`src/rtl/dmaseq_pkg.sv`:
```
package dmaseq_pkg;

    typedef enum logic [1:0] {
        XM_SINGLE  = 2'd0,
        XM_BLOCK   = 2'd1,
        XM_DEMAND  = 2'd2,
        XM_CASCADE = 2'd3
    } xfer_mode_e;

    typedef enum logic [1:0] {
        SQ_IDLE = 2'd0,
        SQ_REQ  = 2'd1,
        SQ_MOVE = 2'd2
    } seq_state_e;

    localparam logic [1:0] SEL_ADDR  = 2'd0;
    localparam logic [1:0] SEL_COUNT = 2'd1;
    localparam logic [1:0] SEL_MODE  = 2'd2;

endpackage

```
`src/rtl/dmaseq_regs.sv`:
```
module dmaseq_regs
    import dmaseq_pkg::*;
#(
    parameter int unsigned ADDR_W = 16,
    parameter int unsigned CNT_W  = 16
) (
    input  logic              clk,
    input  logic              rst_n,
    input  logic              wr_en,
    input  logic [1:0]        wr_sel,
    input  logic [ADDR_W-1:0] wr_data,
    input  logic              step,
    input  logic              disarm,
    output logic [ADDR_W-1:0] addr,
    output logic [CNT_W-1:0]  cnt,
    output xfer_mode_e        mode,
    output logic              armed,
    output logic              last_byte
);

    localparam logic [CNT_W-1:0] CNT_ONE = CNT_W'(1);

    typedef struct packed {
        logic [ADDR_W-1:0] addr;
        logic [CNT_W-1:0]  cnt;
        xfer_mode_e        mode;
        logic              armed;
    } chan_regs_t;

    chan_regs_t regs_q, regs_d;

    always_comb begin
        regs_d = regs_q;
        if (wr_en) begin
            case (wr_sel)
                SEL_ADDR:  regs_d.addr = wr_data;
                SEL_COUNT: regs_d.cnt  = wr_data[CNT_W-1:0];
                SEL_MODE: begin
                    regs_d.mode  = xfer_mode_e'(wr_data[1:0]);
                    regs_d.armed = (wr_data[1:0] == 2'd3) || (regs_q.cnt != '0);
                end
                default: ;
            endcase
        end
        if (step) begin
            regs_d.addr = regs_q.addr + 1'b1;
            regs_d.cnt  = regs_q.cnt - 1'b1;
        end
        if (disarm) begin
            regs_d.armed = 1'b0;
        end
    end

    always_ff @(posedge clk or negedge rst_n) begin
        if (!rst_n) begin
            regs_q <= '{addr: '0, cnt: '0, mode: XM_SINGLE, armed: 1'b0};
        end else begin
            regs_q <= regs_d;
        end
    end

    assign addr      = regs_q.addr;
    assign cnt       = regs_q.cnt;
    assign mode      = regs_q.mode;
    assign armed     = regs_q.armed;
    assign last_byte = (regs_q.cnt == CNT_ONE);

    // an arming mode write never arms a data mode with zero count
    a_r2_no_empty_arm: assert property (@(posedge clk) disable iff (!rst_n)
        (wr_en && wr_sel == SEL_MODE && wr_data[1:0] != 2'd3 && regs_q.cnt == '0 && !step)
        |=> !armed)
        else $error("a_r2_no_empty_arm");

endmodule

```
`src/rtl/dmaseq_fsm.sv`:
```
module dmaseq_fsm
    import dmaseq_pkg::*;
(
    input  logic       clk,
    input  logic       rst_n,
    input  logic       armed,
    input  xfer_mode_e mode,
    input  logic       last_byte,
    input  logic       dreq,
    input  logic       hlda,
    input  logic       eop_in,
    output logic       hrq,
    output logic       dack,
    output logic       rd_stb,
    output logic       wr_stb,
    output logic       addr_drive,
    output logic       tc,
    output logic       step,
    output logic       disarm,
    output logic       idle
);

    localparam int unsigned BYTE_CYC = 3;
    localparam int unsigned PH_W     = $clog2(BYTE_CYC);
    localparam logic [PH_W-1:0] PH_LAST = PH_W'(BYTE_CYC - 1);

    typedef struct packed {
        seq_state_e      st;
        logic [PH_W-1:0] ph;
        logic            eop_seen;
    } seq_t;

    seq_t seq_q, seq_d;

    logic cascade_on;
    logic moving;
    logic byte_end;
    logic eop_now;
    logic stop_now;

    assign cascade_on = armed && (mode == XM_CASCADE);
    assign moving     = (seq_q.st == SQ_MOVE);
    assign byte_end   = moving && (seq_q.ph == PH_LAST);
    assign eop_now    = seq_q.eop_seen || eop_in;
    assign stop_now   = last_byte || eop_now;

    always_comb begin
        seq_d  = seq_q;
        step   = 1'b0;
        disarm = 1'b0;
        case (seq_q.st)
            SQ_IDLE: begin
                if (armed && mode != XM_CASCADE && dreq) begin
                    seq_d.st = SQ_REQ;
                end
            end
            SQ_REQ: begin
                if (hlda) begin
                    seq_d.st       = SQ_MOVE;
                    seq_d.ph       = '0;
                    seq_d.eop_seen = 1'b0;
                end else if (mode == XM_DEMAND && !dreq) begin
                    seq_d.st = SQ_IDLE;
                end
            end
            SQ_MOVE: begin
                seq_d.eop_seen = eop_now;
                if (seq_q.ph != PH_LAST) begin
                    seq_d.ph = seq_q.ph + 1'b1;
                end else begin
                    step           = 1'b1;
                    seq_d.ph       = '0;
                    seq_d.eop_seen = 1'b0;
                    if (stop_now) begin
                        disarm   = 1'b1;
                        seq_d.st = SQ_IDLE;
                    end else if (mode == XM_BLOCK) begin
                        seq_d.st = SQ_MOVE;
                    end else if (mode == XM_DEMAND && dreq) begin
                        seq_d.st = SQ_MOVE;
                    end else begin
                        seq_d.st = SQ_IDLE;
                    end
                end
            end
            default: seq_d.st = SQ_IDLE;
        endcase
    end

    always_ff @(posedge clk or negedge rst_n) begin
        if (!rst_n) begin
            seq_q <= '{st: SQ_IDLE, ph: '0, eop_seen: 1'b0};
        end else begin
            seq_q <= seq_d;
        end
    end

    assign hrq        = (seq_q.st != SQ_IDLE) || (cascade_on && dreq);
    assign dack       = moving || (cascade_on && dreq && hlda);
    assign rd_stb     = moving && (seq_q.ph != PH_LAST);
    assign wr_stb     = moving && (seq_q.ph != '0);
    assign addr_drive = moving;
    assign tc         = byte_end && last_byte;
    assign idle       = (seq_q.st == SQ_IDLE);

    // acknowledge only while the bus is requested
    a_r11_dack_with_hrq: assert property (@(posedge clk) disable iff (!rst_n)
        dack |-> hrq)
        else $error("a_r11_dack_with_hrq");

    // a transfer is entered only after a sampled grant
    a_r3_grant_first: assert property (@(posedge clk) disable iff (!rst_n)
        (moving && $past(seq_q.st) == SQ_REQ) |-> $past(hlda))
        else $error("a_r3_grant_first");

    // strobe order inside a byte
    a_r4_rd_then_both: assert property (@(posedge clk) disable iff (!rst_n)
        (rd_stb && !wr_stb) |=> (rd_stb && wr_stb))
        else $error("a_r4_rd_then_both");
    a_r4_both_then_wr: assert property (@(posedge clk) disable iff (!rst_n)
        (rd_stb && wr_stb) |=> (wr_stb && !rd_stb))
        else $error("a_r4_both_then_wr");

    // single mode hands the bus back after each byte
    a_r5_single_release: assert property (@(posedge clk) disable iff (!rst_n)
        (byte_end && mode == XM_SINGLE) |=> (!hrq && !dack))
        else $error("a_r5_single_release");

    // a seen end-of-process closes the operation at the byte boundary
    a_r9_eop_stops: assert property (@(posedge clk) disable iff (!rst_n)
        (byte_end && eop_now) |=> (idle && !armed))
        else $error("a_r9_eop_stops");

    // cascade never strobes
    a_r10_cascade_quiet: assert property (@(posedge clk) disable iff (!rst_n)
        cascade_on |-> (!rd_stb && !wr_stb && !addr_drive))
        else $error("a_r10_cascade_quiet");

endmodule

```
`src/rtl/dma_xfer_seq.sv`:
```
module dma_xfer_seq
    import dmaseq_pkg::*;
#(
    parameter int unsigned ADDR_W = 16,
    parameter int unsigned CNT_W  = 16
) (
    input  logic              clk,
    input  logic              rst_n,
    input  logic              cfg_we,
    input  logic [1:0]        cfg_sel,
    input  logic [ADDR_W-1:0] cfg_wdata,
    input  logic              dreq,
    input  logic              hlda,
    input  logic              eop_in,
    output logic              hrq,
    output logic              dack,
    output logic              rd_stb,
    output logic              wr_stb,
    output logic              addr_drive,
    output logic [ADDR_W-1:0] addr_out,
    output logic              tc
);

    logic              wr_gate;
    logic              step;
    logic              disarm;
    logic              seq_idle;
    logic              armed;
    logic              last_byte;
    logic [CNT_W-1:0]  cnt;
    logic [ADDR_W-1:0] addr_q;
    xfer_mode_e        mode;

    assign wr_gate = cfg_we && seq_idle;

    dmaseq_regs #(
        .ADDR_W (ADDR_W),
        .CNT_W  (CNT_W)
    ) u_regs (
        .clk       (clk),
        .rst_n     (rst_n),
        .wr_en     (wr_gate),
        .wr_sel    (cfg_sel),
        .wr_data   (cfg_wdata),
        .step      (step),
        .disarm    (disarm),
        .addr      (addr_q),
        .cnt       (cnt),
        .mode      (mode),
        .armed     (armed),
        .last_byte (last_byte)
    );

    dmaseq_fsm u_fsm (
        .clk        (clk),
        .rst_n      (rst_n),
        .armed      (armed),
        .mode       (mode),
        .last_byte  (last_byte),
        .dreq       (dreq),
        .hlda       (hlda),
        .eop_in     (eop_in),
        .hrq        (hrq),
        .dack       (dack),
        .rd_stb     (rd_stb),
        .wr_stb     (wr_stb),
        .addr_drive (addr_drive),
        .tc         (tc),
        .step       (step),
        .disarm     (disarm),
        .idle       (seq_idle)
    );

    assign addr_out = addr_q;

    // terminal count only on the final byte, and it disarms
    a_r8_tc_on_last: assert property (@(posedge clk) disable iff (!rst_n)
        tc |-> (cnt == CNT_W'(1)))
        else $error("a_r8_tc_on_last");
    a_r8_tc_disarms: assert property (@(posedge clk) disable iff (!rst_n)
        tc |=> (!armed && !hrq))
        else $error("a_r8_tc_disarms");

    // the address moves only through a write or a completed byte
    a_r4_addr_steps: assert property (@(posedge clk) disable iff (!rst_n)
        (!$stable(addr_q) && !$past(wr_gate)) |-> $past(step))
        else $error("a_r4_addr_steps");

    // writes during a request or transfer leave the registers alone
    a_r12_busy_write: assert property (@(posedge clk) disable iff (!rst_n)
        (cfg_we && !seq_idle && !step) |=> ($stable(addr_q) && $stable(cnt) && $stable(mode)))
        else $error("a_r12_busy_write");

endmodule

```
`config.mk`:
```
export PLATFORM = sky130hd
export DESIGN_NAME = dma_xfer_seq
export DESIGN_NICKNAME = d
export VERILOG_FILES = /design/src/rtl/dmaseq_pkg.sv /design/src/rtl/dmaseq_regs.sv /design/src/rtl/dmaseq_fsm.sv /design/src/rtl/dma_xfer_seq.sv
export SDC_FILE = /design/constraint.sdc
export NUM_CORES = 1
export LEC_CHECK = 0
export BUFFER_PORTS_ARGS = -buffer_cell sky130_fd_sc_hd__buf_4
export CAP_MARGIN = 0
export CELL_PAD_IN_SITES_DETAIL_PLACEMENT = 0
export CELL_PAD_IN_SITES_GLOBAL_PLACEMENT = 1
export CORE_ASPECT_RATIO = 1.75
export CORE_MARGIN = 4
export CORE_UTILIZATION = 30
export CTS_BUF_LIST = sky130_fd_sc_hd__clkbuf_8
export CTS_CLUSTER_SIZE = 25
export DETAILED_ROUTE_END_ITERATION = 12
export PLACE_DENSITY_LB_ADDON = 0.1
export SYNTH_ARGS = -nofsm -noshare
export SYNTH_HDL_FRONTEND = slang
export SYNTH_SLANG_ARGS = --single-unit
```
`constraint.sdc`:
```
create_clock -name clk -period 5.22 [get_ports clk]
set_clock_uncertainty 0.1 [all_clocks]
set_input_delay 0.261 -clock clk [delete_from_list [all_inputs] [get_ports clk]]
set_output_delay 0.261 -clock clk [all_outputs]
set_load 0.02 [all_outputs]
```
==> impl_metrics.py <==
metrics = {
    "yosys": {
        "synthesis.nets": 315,
        "async_flop_share_pct": 100,
        "syn_inst": 288,
        "yosysUniqueCellTypes": 61,
        "synth_area_per_cell_um2": 8.73,
        "yosys_warnings": 0,
        "synth-edff-count": 0,
        "ys_ff_latch": 40,
        "syn_area_um2": 2510,
        "ys_seq_area_share_pct": 39.8,
        "synthFlopType": "dfrtp_1",
    },
    "clock_network": {
        "clk_path_buf_depth": 2,
        "clk_pin_slew_ps": 80,
        "clkSinkCount": 40,
        "numCtsBuffers": 5,
        "clk_root_buffer_cell": "clkbuf_8",
        "cts_tree": "done",
        "cts_resized": 0,
        "insertion_delay_ps": 310,
        "htree_levels": 2,
    },
    "placement": {
        "hpwlAfterDp_um": 6510,
        "portBuffers": 45,
        "place_inst": 412,
        "place_congestion": 0.803,
    },
    "cells_and_area": {
        "finalNonFillerCells": 420,
        "regArea_um2": 1000,
        "fillCellCount": 862,
        "synthToLayoutAreaGrowth_pct": 19.7,
        "multi_input_area_um2": 1420,
        "nets": 357,
        "drive_gt1_share_pct": 19.1,
        "antenna_cells": 0,
    },
    "worst_setup_path": {
        "max_stage_delay_ps": 970,
        "ff2ff_path_depth": 4,
        "path_cells": "and4bb_1 -> nand3_1 -> nor2_1 -> buf_4",
        "cp_top_family": "simple AND/OR/NAND/NOR gates",
        "crit_path_top_delay_cell": "and4bb_1",
        "criticalPathCategory": "flop to primary output",
        "cp.depth": 4,
        "crit_buf_inv": 1,
        "cp.required_ps": 4860,
        "cp-end-kind": "primary output",
        "crit_fanout": 20,
        "critical_path_arrival_ps": 2330,
        "worstSetupStartpointType": "flop",
    },
    "drt": {
        "vias": 2524,
        "drt-initial-drc-count": 141,
        "vias_per_cell": 6.01,
        "firstDrtPassIters": 5,
        "wl_um": 8780,
        "ant_nets": 0,
        "drc": 0,
        "wl_per_cell_um": 20.9,
    },
    "global_route": {
        "grt_pass1_wl_um": 14000,
        "grt_max_degree": 41,
        "grt_pass1_vias": 2531,
        "antenna_found_initial": 0,
        "gr-total-overflow": 0,
        "track_usage_pct": 18.4,
    },
    "floorplan": {
        "start_util_pct": 31.1,
        "num_rows": 43,
        "dieArea_um2": 9970,
        "io_pins": 46,
        "fp.dieW_um": 77.2,
        "core_area_um2": 8070,
        "fp.dieH_um": 129,
    },
    "worst_hold_path": {
        "hp-class": "input pin to flop",
        "hold_path_depth": 2,
    },
    "sta": {
        "fmax_ghz": 0.372,
        "finalMaxSlewViolations": 0,
        "hold_violations": 0,
        "tightest_slew_ps": 956,
        "slew_headroom_pct": 36.3,
        "rsz0062_at_grt": "no",
        "timing.final.crit_period_ps": 2690,
        "min_period_over_period_pct": 51.5,
        "setup_viol": 0,
        "tns_ps": 0,
    },
    "power": {
        "vdd.ir_drop.worst_v": 0.000231,
        "power.density_nw_per_um2": 530,
        "leakagePower_nw": 1.28,
    },
    "flow_run": {
        "drv_cap": 0,
    },
    "status": {
        "outcome": "complete, no violations",
    },
}
[flip-flops by register name, summed over array words and instances (netlist names)]
register / cells
u_regs.armed: 1
u_regs.cnt: 16
u_regs.mode: 2
u_regs.addr: 16
u_fsm.seq_q: 5
[per-stage QoR]
step | util (%) | hold slack, ps | instance area [um^2] | power [mW] | setup slack, ps
floorplan | - | -135 | 2510 | 1.09 | 3410
global placement | 36.2 | 204 | 2920 | 1.39 | 2600
detailed placement | 36.2 | 200 | 2920 | 1.39 | 2580
CTS | 37.3 | 84.0 | 3010 | 1.61 | 2540
global route | 37.3 | 85.6 | 3010 | 1.72 | 2320
finish | 37.3 | 86.3 | 3010 | 1.59 | 2530
[where the power goes]
part / internal, mW / switching (mW) / total, mW
registers: 0.435 / 0.195 / 0.630
logic: 0.310 / 0.443 / 0.754
clock network: 0.0893 / 0.122 / 0.212
[what timing repair did]
| item | CTS | global route |
|---|---|---|
| hold buffers | 1 | 0 |
| buffers inserted | 0 | 0 |
| hold endpoints to repair | 40 | 0 |
[synth_stat cells (all sizes together) (3+ instances only)]
master / count / area, um^2
o21a: 4 / 30.0
ha: 3 / 37.5
nand3: 14 / 70.1
dfrtp: 40 / 1000
a22oi: 5 / 37.5
nor4: 12 / 103
nor2b: 3 / 18.8
mux2: 3 / 33.8
inv: 11 / 41.3
nor3: 8 / 40.0
and3: 5 / 31.3
o311ai: 4 / 35.0
nand2: 31 / 116
o21ai: 21 / 120
and2: 3 / 18.8
o211ai: 4 / 30.0
nand4: 5 / 31.3
a21oi: 24 / 120
nor2: 21 / 81.3
nand2b: 3 / 18.8
a211oi: 4 / 30.0
a221o: 5 / 50.1
or3: 4 / 25.0
buf: 10 / 48.8
[worst paths after layout]
check / start / to / slack (ps)
worst min register to register: u_fsm.seq_q[0] / u_fsm.seq_q[0] / 420
worst max-delay path: u_fsm.seq_q[3] / tc / 2530
min in group asynchronous: rst_n / u_regs.armed / 380
worst max register to register: u_fsm.seq_q[4] / u_regs.cnt[9] / 2550
worst min-delay path: cfg_wdata[3] / u_regs.cnt[3] / 90
max in group asynchronous: rst_n / u_fsm.seq_q[1] / 4230
[metal layers]
metal | GRT usage (%) | share of wire, % | up-vias
met5 | 0 | 0 | -
met4 | 9.22 | 3.7 | 0
met3 | 2.71 | 4.8 | 17
met2 | 34.2 | 54 | 79
met1 | 20.1 | 38 | 1233
li1 | - | - | 1195
[layout make-up]
class,count,share of cell area (%)
Inverter,11,1.37
Multi-Input combinational cell,225,47.2
Sequential cell,40,33.3
Clock inverter,2,0.291
Tap cell,90,3.74
Timing Repair Buffer,47,11.8
Clock buffer,5,2.29
[cells by family after synthesis]
group | synth area share (%)
flip-flops | 39.8
AND/OR/NAND/NOR | 25.6
buffers and inverters | 3.88
AO/OA/AOI/OAI | 27.0
adder cells (fa/ha/maj) | 1.49
multiplexers | 2.14
[cell usage in the layout (no fill, tap or decap), types with 3 or more instances in the layout]
master	synthesis	final
or3_1	4	4
buf_4	0	46
nor2_1	20	20
ha_1	3	3
nor3_1	8	8
a221o_1	5	5
nor4_1	9	9
dfrtp_1	40	40
a211oi_1	4	4
inv_1	11	12
nand4_1	5	5
clkbuf_8	0	5
a21oi_1	24	24
nor2b_1	3	3
and2_1	3	3
o21ai_0	17	17
o211ai_1	4	4
nand2b_1	3	3
a22oi_1	5	5
nand2_1	31	31
o21a_1	4	4
and3_1	5	5
nand3_1	14	14
Power figures use the tool's default switching activity.
